--- config.mk ---
export PLATFORM = sky130hd
export DESIGN_NAME = spi_idle_master
export DESIGN_NICKNAME = d
export VERILOG_FILES = /design/src/rtl/spi_idle_pkg.sv /design/src/rtl/spi_idle_div.sv /design/src/rtl/spi_idle_shift.sv /design/src/rtl/spi_idle_master.sv
export SDC_FILE = /design/constraint.sdc
export NUM_CORES = 1
export LEC_CHECK = 0
export ABC_AREA = 1
export BUFFER_PORTS_ARGS = -buffer_cell sky130_fd_sc_hd__buf_2
export CORE_MARGIN = 1
export CORE_UTILIZATION = 50
export DETAILED_ROUTE_END_ITERATION = 6
export HOLD_SLACK_MARGIN = 0.1
export MAX_ROUTING_LAYER = met4
export PLACE_DENSITY = 0.74
export SLEW_MARGIN = 10
export SYNTH_ARGS = -nofsm -noshare
export SYNTH_HDL_FRONTEND = slang
export SYNTH_SLANG_ARGS = --single-unit
--- constraint.sdc ---
create_clock -name clk -period 3.5 [get_ports clk]
set_input_delay 0.35 -clock clk [delete_from_list [all_inputs] [get_ports clk]]
set_output_delay 0.35 -clock clk [all_outputs]
set_load 0.03 [all_outputs]
--- src/rtl/spi_idle_pkg.sv ---
package spi_idle_pkg;
  localparam int MAX_BITS = 32;
  localparam int LEN_W    = $clog2(MAX_BITS);
  localparam int DIV_W    = 8;
  localparam int EDGE_W   = LEN_W + 2;

  typedef struct packed {
    logic              cpol;
    logic              cpha;
    logic              lsb_first;
    logic              cs_high;
    logic              idle_lo;
    logic              idle_hi;
    logic [LEN_W-1:0]  len_m1;
    logic [DIV_W-1:0]  div;
  } spi_cfg_t;

  typedef enum logic [1:0] {
    ST_IDLE = 2'd0,
    ST_RUN  = 2'd1,
    ST_TAIL = 2'd2
  } spi_state_t;

  localparam spi_cfg_t CFG_RESET = '{
    cpol: 1'b0, cpha: 1'b0, lsb_first: 1'b0, cs_high: 1'b0,
    idle_lo: 1'b0, idle_hi: 1'b0,
    len_m1: LEN_W'(7), div: '0
  };
endpackage

--- src/rtl/spi_idle_div.sv ---
module spi_idle_div #(
  parameter int W = 8
) (
  input  logic         clk,
  input  logic         rst_n,
  input  logic         run,
  input  logic [W-1:0] div,
  output logic         tick
);
  logic [W-1:0] cnt;

  assign tick = run && (cnt == div);

  always_ff @(posedge clk or negedge rst_n) begin
    if (!rst_n)              cnt <= '0;
    else if (!run || tick)   cnt <= '0;
    else                     cnt <= cnt + 1'b1;
  end
endmodule

--- src/rtl/spi_idle_shift.sv ---
module spi_idle_shift #(
  parameter int MAXB = 32,
  parameter int LW   = 5
) (
  input  logic            clk,
  input  logic            rst_n,
  input  logic            load,
  input  logic [MAXB-1:0] tx_word,
  input  logic [LW-1:0]   len_m1,
  input  logic            lsb_first,
  input  logic            pop,
  input  logic            sample,
  input  logic            din,
  output logic            head,
  output logic [MAXB-1:0] rx_word
);
  localparam int TOP = MAXB - 1;

  logic [MAXB-1:0] tx_sh;
  logic [MAXB-1:0] rx_sh;
  logic [LW-1:0]   align;

  // distance between the word's top bit and the register's top bit
  assign align = LW'(TOP) - len_m1;
  assign head  = lsb_first ? tx_sh[0] : tx_sh[TOP];

  always_ff @(posedge clk or negedge rst_n) begin
    if (!rst_n) begin
      tx_sh <= '0;
      rx_sh <= '0;
    end else if (load) begin
      tx_sh <= lsb_first ? tx_word : (tx_word << align);
      rx_sh <= '0;
    end else begin
      if (pop)
        tx_sh <= lsb_first ? (tx_sh >> 1) : (tx_sh << 1);
      if (sample)
        rx_sh <= lsb_first ? {din, rx_sh[TOP:1]} : {rx_sh[TOP-1:0], din};
    end
  end

  assign rx_word = lsb_first ? (rx_sh >> align) : rx_sh;
endmodule

--- src/rtl/spi_idle_master.sv ---
module spi_idle_master
  import spi_idle_pkg::*;
(
  input  logic                clk,
  input  logic                rst_n,
  input  logic                cfg_we,
  input  logic                cfg_cpol,
  input  logic                cfg_cpha,
  input  logic                cfg_lsb_first,
  input  logic                cfg_cs_high,
  input  logic                cfg_idle_lo,
  input  logic                cfg_idle_hi,
  input  logic [LEN_W-1:0]    cfg_len_m1,
  input  logic [DIV_W-1:0]    cfg_div,
  output logic                cfg_err,
  input  logic                tx_valid,
  output logic                tx_ready,
  input  logic [MAX_BITS-1:0] tx_data,
  output logic                rx_valid,
  output logic [MAX_BITS-1:0] rx_data,
  output logic                busy,
  output logic                spi_sclk,
  output logic                spi_cs,
  output logic                spi_mosi,
  input  logic                spi_miso
);
  spi_cfg_t          cfg_q;
  spi_state_t        state;
  logic [EDGE_W-1:0] edge_cnt;
  logic [EDGE_W-1:0] edge_nxt;
  logic [EDGE_W-1:0] edge_last;
  logic              sclk_r;
  logic              drive_en;
  logic              last_bit;
  logic              tick;
  logic              start;
  logic              lead;
  logic              pop;
  logic              sample;
  logic              head;
  logic [MAX_BITS-1:0] rx_word;
  logic              force_hi;
  logic              force_lo;

  assign busy      = (state != ST_IDLE);
  assign cfg_err   = cfg_q.idle_lo & cfg_q.idle_hi;
  assign tx_ready  = (state == ST_IDLE) && !cfg_err;
  assign start     = tx_valid && tx_ready;

  assign edge_nxt  = edge_cnt + 1'b1;
  assign edge_last = EDGE_W'({1'b0, cfg_q.len_m1} + 1'b1) << 1;
  assign lead      = edge_nxt[0];

  // leading edges sample when cpha=0, trailing edges sample when cpha=1
  assign sample = (state == ST_RUN) && tick && (lead ^ cfg_q.cpha);
  // advance to the next bit on the launch edge of every bit but the first
  assign pop    = (state == ST_RUN) && tick &&
                  (cfg_q.cpha ? (lead && edge_nxt != EDGE_W'(1))
                              : (!lead && edge_nxt != edge_last));

  spi_idle_div #(.W(DIV_W)) u_div (
    .clk   (clk),
    .rst_n (rst_n),
    .run   (busy),
    .div   (cfg_q.div),
    .tick  (tick)
  );

  spi_idle_shift #(.MAXB(MAX_BITS), .LW(LEN_W)) u_shift (
    .clk       (clk),
    .rst_n     (rst_n),
    .load      (start),
    .tx_word   (tx_data),
    .len_m1    (cfg_q.len_m1),
    .lsb_first (cfg_q.lsb_first),
    .pop       (pop),
    .sample    (sample),
    .din       (spi_miso),
    .head      (head),
    .rx_word   (rx_word)
  );

  always_ff @(posedge clk or negedge rst_n) begin
    if (!rst_n) begin
      cfg_q    <= CFG_RESET;
      state    <= ST_IDLE;
      edge_cnt <= '0;
      sclk_r   <= 1'b0;
      drive_en <= 1'b0;
      last_bit <= 1'b0;
      rx_valid <= 1'b0;
      rx_data  <= '0;
    end else begin
      rx_valid <= 1'b0;
      if (cfg_we && state == ST_IDLE)
        cfg_q <= '{cpol: cfg_cpol, cpha: cfg_cpha, lsb_first: cfg_lsb_first,
                   cs_high: cfg_cs_high, idle_lo: cfg_idle_lo,
                   idle_hi: cfg_idle_hi, len_m1: cfg_len_m1, div: cfg_div};
      if (drive_en)
        last_bit <= head;
      unique case (state)
        ST_IDLE: begin
          if (start) begin
            state    <= ST_RUN;
            edge_cnt <= '0;
            sclk_r   <= cfg_q.cpol;
            drive_en <= !cfg_q.cpha;
          end
        end
        ST_RUN: begin
          if (tick) begin
            edge_cnt <= edge_nxt;
            sclk_r   <= ~sclk_r;
            if (cfg_q.cpha && edge_nxt == EDGE_W'(1))
              drive_en <= 1'b1;
            if (!cfg_q.cpha && edge_nxt == edge_last)
              drive_en <= 1'b0;
            if (edge_nxt == edge_last)
              state <= ST_TAIL;
          end
        end
        ST_TAIL: begin
          if (tick) begin
            state    <= ST_IDLE;
            drive_en <= 1'b0;
            rx_valid <= 1'b1;
            rx_data  <= rx_word;
          end
        end
        default: state <= ST_IDLE;
      endcase
    end
  end

  assign force_hi = cfg_q.idle_hi & ~cfg_q.idle_lo;
  assign force_lo = cfg_q.idle_lo & ~cfg_q.idle_hi;

  always_comb begin
    if (drive_en)       spi_mosi = head;
    else if (force_hi)  spi_mosi = 1'b1;
    else if (force_lo)  spi_mosi = 1'b0;
    else                spi_mosi = last_bit;
  end

  assign spi_sclk = busy ? sclk_r : cfg_q.cpol;
  assign spi_cs   = busy ? cfg_q.cs_high : ~cfg_q.cs_high;
endmodule

**Word-level counts from Yosys, hierarchy flattened**

Cells that the tools add are included.

- Input port bits: 56
- Word-level logic and storage cells: 105
- Register bits after elaboration: 136

- Reductions and logical operators: 26
- Multiplexer cells: 35
- Shifts and indexed selects: 2
- Bitwise gates (word level): 8
- Add/subtract/negate cells: 4
- Equal/unequal tests: 12

Operators with widths:

| cell | count |
|---|---|
| 2-to-1 mux 32 bit | 8 |
| << shifter 32 x 5 -> 32 bit | 1 |
| right shift 32 x 5 -> 32 bit | 1 |
| 2-to-1 mux 1 bit | 16 |
| 2-to-1 mux 7 bit | 2 |
| case mux 7 bit (2 select lines) | 1 |
| logical AND 1 bit | 11 |
| adder 8 x 1 -> 8 bit (second input constant) | 1 |
| equality test 8 bit | 1 |
| 2-to-1 mux 2 bit | 4 |
| 2-to-1 mux 8 bit | 1 |
| nonzero test 2 bit | 4 |
| adder 7 x 1 -> 7 bit (second input constant) | 1 |
| equality test 7 x 1 -> 1 bit (second input constant) | 1 |
| equality test 7 bit | 1 |
| != test 7 x 1 -> 1 bit (second input constant) | 1 |
| != test 7 bit | 1 |
| adder 5 x 1 -> 6 bit (second input constant) | 1 |
| != test 2 bit (second input constant) | 3 |
| case mux 2 bit (3 select lines) | 1 |
| AND reduction 5 bit | 1 |
| subtractor 5 bit (first input constant) | 1 |
| zero test 1 bit | 4 |
| NOT 1 bit | 4 |
| 14 further kinds | 16 |

**Depth between registers and ports, before layout**

- Word-level depth: 7
- Gate-level depth with buffers: 17
- Gate-level depth less buffers: 16

**Modules after synthesis**

Synthesis repeated with hierarchy kept, for this count alone.

- Cell total of the unflattened synthesis: 1,526
- Area, all modules: 10,153.5 µm²

By module, submodules not included:

| module | instances | area each (µm²) | cells an instance |
|---|---|---|---|
| spi_idle_shift | 1 | 6,602.6 | 1,089 |
| spi_idle_master | 1 | 3,036.7 | 366 |
| spi_idle_div | 1 | 514.2 | 71 |

**Least setup slack after synthesis**

No wires, ideal clock.

- Path type: register to register
- Start point: register state[0]
- End point: register u_shift.tx_sh[17]
- Clock period less this slack: 2,415 ps
- Path buffers: 3
- Required time: 3,383 ps
- Data arrival time: 2,298 ps
- Cell stages (with the launch flop): 15
- Setup slack: 1,085 ps
- Library setup time: 117 ps
- Cell sequence: dfrtp_1 > inv_1 > ha_1 > buf_2 > inv_2 > nor2_1 > nand2_1 > buf_2 > nand2_2 > inv_1 > buf_2 > a22oi_1 > o21ai_0 > nand2_1 > nand2_1

- Longest elaborated chain between the ends: 5

RTL lines:

| item | RTL line | text |
|---|---|---|
| start: declaration | spi_idle_master.sv:28 | `spi_state_t state;` |
| start signal: assignment | spi_idle_master.sv:86 | `state <= ST_IDLE;` |
| start signal: assignment | spi_idle_master.sv:104 | `state <= ST_RUN;` |
| start signal: assignment | spi_idle_master.sv:119 | `state <= ST_TAIL;` |
| nonzero test 2 bit | spi_idle_master.sv:45 | `assign busy = (state != ST_IDLE);` |
| named net busy | spi_idle_master.sv:21 | `output logic busy,` |
| logical AND 1 bit | spi_idle_div.sv:12 | `assign tick = run && (cnt == div);` |
| logical AND 1 bit (2 in series) | spi_idle_master.sv:57 | `assign pop = (state == ST_RUN) && tick &&` |
| nonzero test 2 bit (no line) | n/a |  |
| end signal: assignment | spi_idle_shift.sv:32 | `tx_sh <= lsb_first ? tx_word : (tx_word << align);` |
| end signal: assignment | spi_idle_shift.sv:36 | `tx_sh <= lsb_first ? (tx_sh >> 1) : (tx_sh << 1);` |
| end: declaration | spi_idle_shift.sv:19 | `logic [MAXB-1:0] tx_sh;` |

The timed path passes the listed nets, and every way through them passes these cells.
A chain may end at the register's enable or synchronous reset.

**Worst setup path after layout**

- Start point: register cfg_q[9] (netlist bit)
- End point: register rx_data[5]

- Longest elaborated chain between the ends: 3

RTL lines:

| item | RTL line | text |
|---|---|---|
| start: declaration | spi_idle_master.sv:27 | `spi_cfg_t cfg_q;` |
| start signal: assignment | spi_idle_master.sv:96 | `cfg_q <= '{cpol: cfg_cpol, cpha: cfg_cpha, lsb_first: cfg_lsb_first,` |
| subtractor 5 bit | spi_idle_shift.sv:24 | `assign align = LW'(TOP) - len_m1;` |
| right shift 32 x 5 -> 32 bit | spi_idle_shift.sv:42 | `assign rx_word = lsb_first ? (rx_sh >> align) : rx_sh;` |
| 2-to-1 mux 32 bit | spi_idle_shift.sv:42 |  |
| end signal: assignment | spi_idle_master.sv:127 | `rx_data <= rx_word;` |
| end: declaration | spi_idle_master.sv:20 | `output logic [MAX_BITS-1:0] rx_data,` |

No other way between the ends.

==> summary.txt <==
Outcome -> finished, violations left
Failing checks -> design-rule violations
Mean post-synth cell area -> 6.50 µm²
Setup TNS -> 0 ns
WP data required -> 3.81 ns
Leak -> 5.63 nW
Max cap viols -> 0
First-pass GRT wire length -> 51700 µm
Commonest cells in the netlist -> nand2_1 (468), nand3_1 (244), dfrtp_1 (133)
Final ANT Viol Nets -> 0
Final setup fails -> 0
Detailed Routing Iterations Pass 1 -> 7
Slew margin rel. -> 33.3%
Grt ovf -> 0
IO Pins -> 95
Power density over the cells -> 846 nW/µm²
Total wire length -> 32000 µm
Clock Tree Buf Depth -> 2
Tcrit/Tclk final -> 76.5%
Num rows -> 52
Largest area contributor in the netlist -> dfrtp_1
Port Buffers -> 94
Die area -> 21100 µm²
Synthesized flop and latch total -> 136
# Post-CTS Setup Buffers -> 0
Post-CTS Resized -> 0
GRT Total Usage -> 31.4%
Worst Tran Pin Value -> 0.998 ns
Synthesis-to-layout area growth -> 10.9%
Post-route DRC -> 4
Routability Congestion -> 0.974
Fin cells -> 1903
Initial antenna violation count -> 0
Distinct cell type count after synthesis -> 45
Synthesized area -> 10300 µm²
Routed len/inst -> 16.8 µm
Synth Warn # -> 0
Num CTS Buffers -> 17
Clock Latency Late Sink -> 0.44 ns
RSZ-0062 raised after global routing -> false
Root Buffer -> clkbuf_16
Main synth FF type -> dfrtp_1
Tot Pwr -> 0.00964 W
Top cells by area in the synthesized netlist -> dfrtp_1 (32%), nand2_1 (17%), nand3_1 (12%)
Worst vdd ir -> 728 µV
Via count -> 11115
Worst EP arrival -> 2.99 ns
Critical path peak fanout -> 38
Syn Nets -> 1646
Critical path capture point type -> flip-flop
Largest net degree at the start of global routing -> 107
Seq/Total Area, Yosys -> 33.2%
Final Critical Period -> 2.68 ns
Number of synthesized flops with an enable pin -> 0
Clk sinks -> 136
Die height -> 145 µm
H-Tree Depth -> 4
Setup Crit Path Kind -> flip-flop to flip-flop
Vias per inst -> 5.84
FFs w/ async S/R, synth -> 100%
Core area -> 20200 µm²
Vias in the first global route -> 10080
Most common cell in the netlist -> nand2_1
Hold Path Class -> input port to flip-flop
Initial core utilization -> 51.0%
Max frequency -> 0.373 GHz
Post-detail-place hpwl -> 22800 µm
Antenna diodes -> 0
# nets final -> 1684
Clock-pin slew on the worst setup and hold paths -> 0.07 ns
Core Util, Final -> 56.5%
Worst setup SP type -> flip-flop
Post-Synthesis Cells -> 1582
Placed cell count -> 1870
Die X -> 145 µm
TritonCTS clock tree -> built
Final Skew -> 0.0125 ns
Final hold violation count -> 0
DR iter-0 viols -> 1386
Share of layout cells above drive strength 1 -> 13.2%
Pins over their slew limit -> 0
Top cell type's share of synthesized area -> 32.4%
## cell usage in the layout (no fill, tap or decap), types with 3 or more instances in the layout
cell type / count
nand2_2: 14
nor2_1: 102
mux2i_1: 16
o21ai_1: 24
o211ai_1: 27
o22ai_1: 29
xor2_1: 6
inv_2: 5
or2_1: 9
a22oi_1: 20
ha_1: 8
or2_2: 20
nand3_1: 244
clkinvlp_4: 4
buf_4: 28
inv_6: 6
inv_8: 3
buf_2: 93
o21a_1: 7
nor3_1: 7
nand4_1: 4
mux2_2: 10
dfrtp_1: 131
clkbuf_16: 17
o21ai_0: 99
inv_1: 115
nand2_1: 467
dfstp_2: 3
a21oi_1: 82
## per-stage QoR
stage,hold WS (ns),cell area (µm²),setup WS (ns)
6_report,0.142,11400,0.821
5_1_grt,0.137,11400,0.521
4_1_cts,0.140,11400,0.850
3_5_place_dp,0.458,10800,0.852
3_3_place_gp,0.453,10800,0.911
2_1_floorplan,0.0544,10300,1.09
## layer usage
layer | track usage (%) | wire length, µm
met4 | 10.7 | 1040
met5 | - | 0
met2 | 49.2 | 14700
met3 | 5.08 | 2650
met1 | 41.5 | 13600
## registers in the layout, indices dropped and copies added, names as in the netlist, 2 cells and up
name,cells
edge_cnt,7
state,2
u_shift.tx_sh,32
cfg_q,19
rx_data,32
u_shift.rx_sh,32
u_div.cnt,8
## final timing paths
path	slack, ns	start	cells past startpoint	end
setup reg to reg	0.82	cfg_q[9]	9	rx_data[5]
hold / removal	0.14	cfg_div[5]	2	cfg_q[5]
max in group asynchronous	2.07	rst_n	3	u_shift.rx_sh[11]
hold reg to reg	0.47	rx_data[28]	2	rx_data[28]
setup / recovery	0.82	cfg_q[9]	9	rx_data[5]
min in group asynchronous	0.61	rst_n	2	rx_data[24]
## cell type report
class / count / area [µm²]
clock inverter: 15 / 130
tap: 270 / 338
clock buffer: 17 / 425
multi-input combinational: 1221 / 5940
inverter: 121 / 454
fill: 1992 / 8770
sequential: 136 / 3410
timing repair buffer: 123 / 697
## critical path: stages, from the launching register on
cell and delay (ns):
dfstp_2 0.57, buf_4 0.29, inv_2 0.34, buf_4 0.34
o21ai_0 0.40, mux2i_1 0.16, nand2_1 0.10, nand2_1 0.07
a21oi_1 0.16, a21oi_1 0.09
## where the power goes
part / total (W) / switching [W] / internal [W] / leakage, nW
Clock: 0.00173 / 0.000798 / 0.000931 / 0.263
Combinational: 0.00561 / 0.00388 / 0.00173 / 3.57
Sequential: 0.00230 / 0.000347 / 0.00195 / 1.80
Total: 0.00964 / 0.00503 / 0.00461 / 5.63
## logic make-up after synthesis
kind of cell | synth area share, %
muxes | 2.65
AOI/OAI and AO/OA | 16.5
buffers and inverters | 9.13
DFF | 33.2
and+or+nand+nor | 36.9
xor gates and xnor gates | 0.682
adders and majority gates | 0.974
## repair_timing
action                                 in CTS  in global routing
endpoints found under the hold margin      26                  0
setup endpoints to repair                   0                  0
hold buffers                                1                  0
Note: power is estimated with default switching activity, not from simulation.
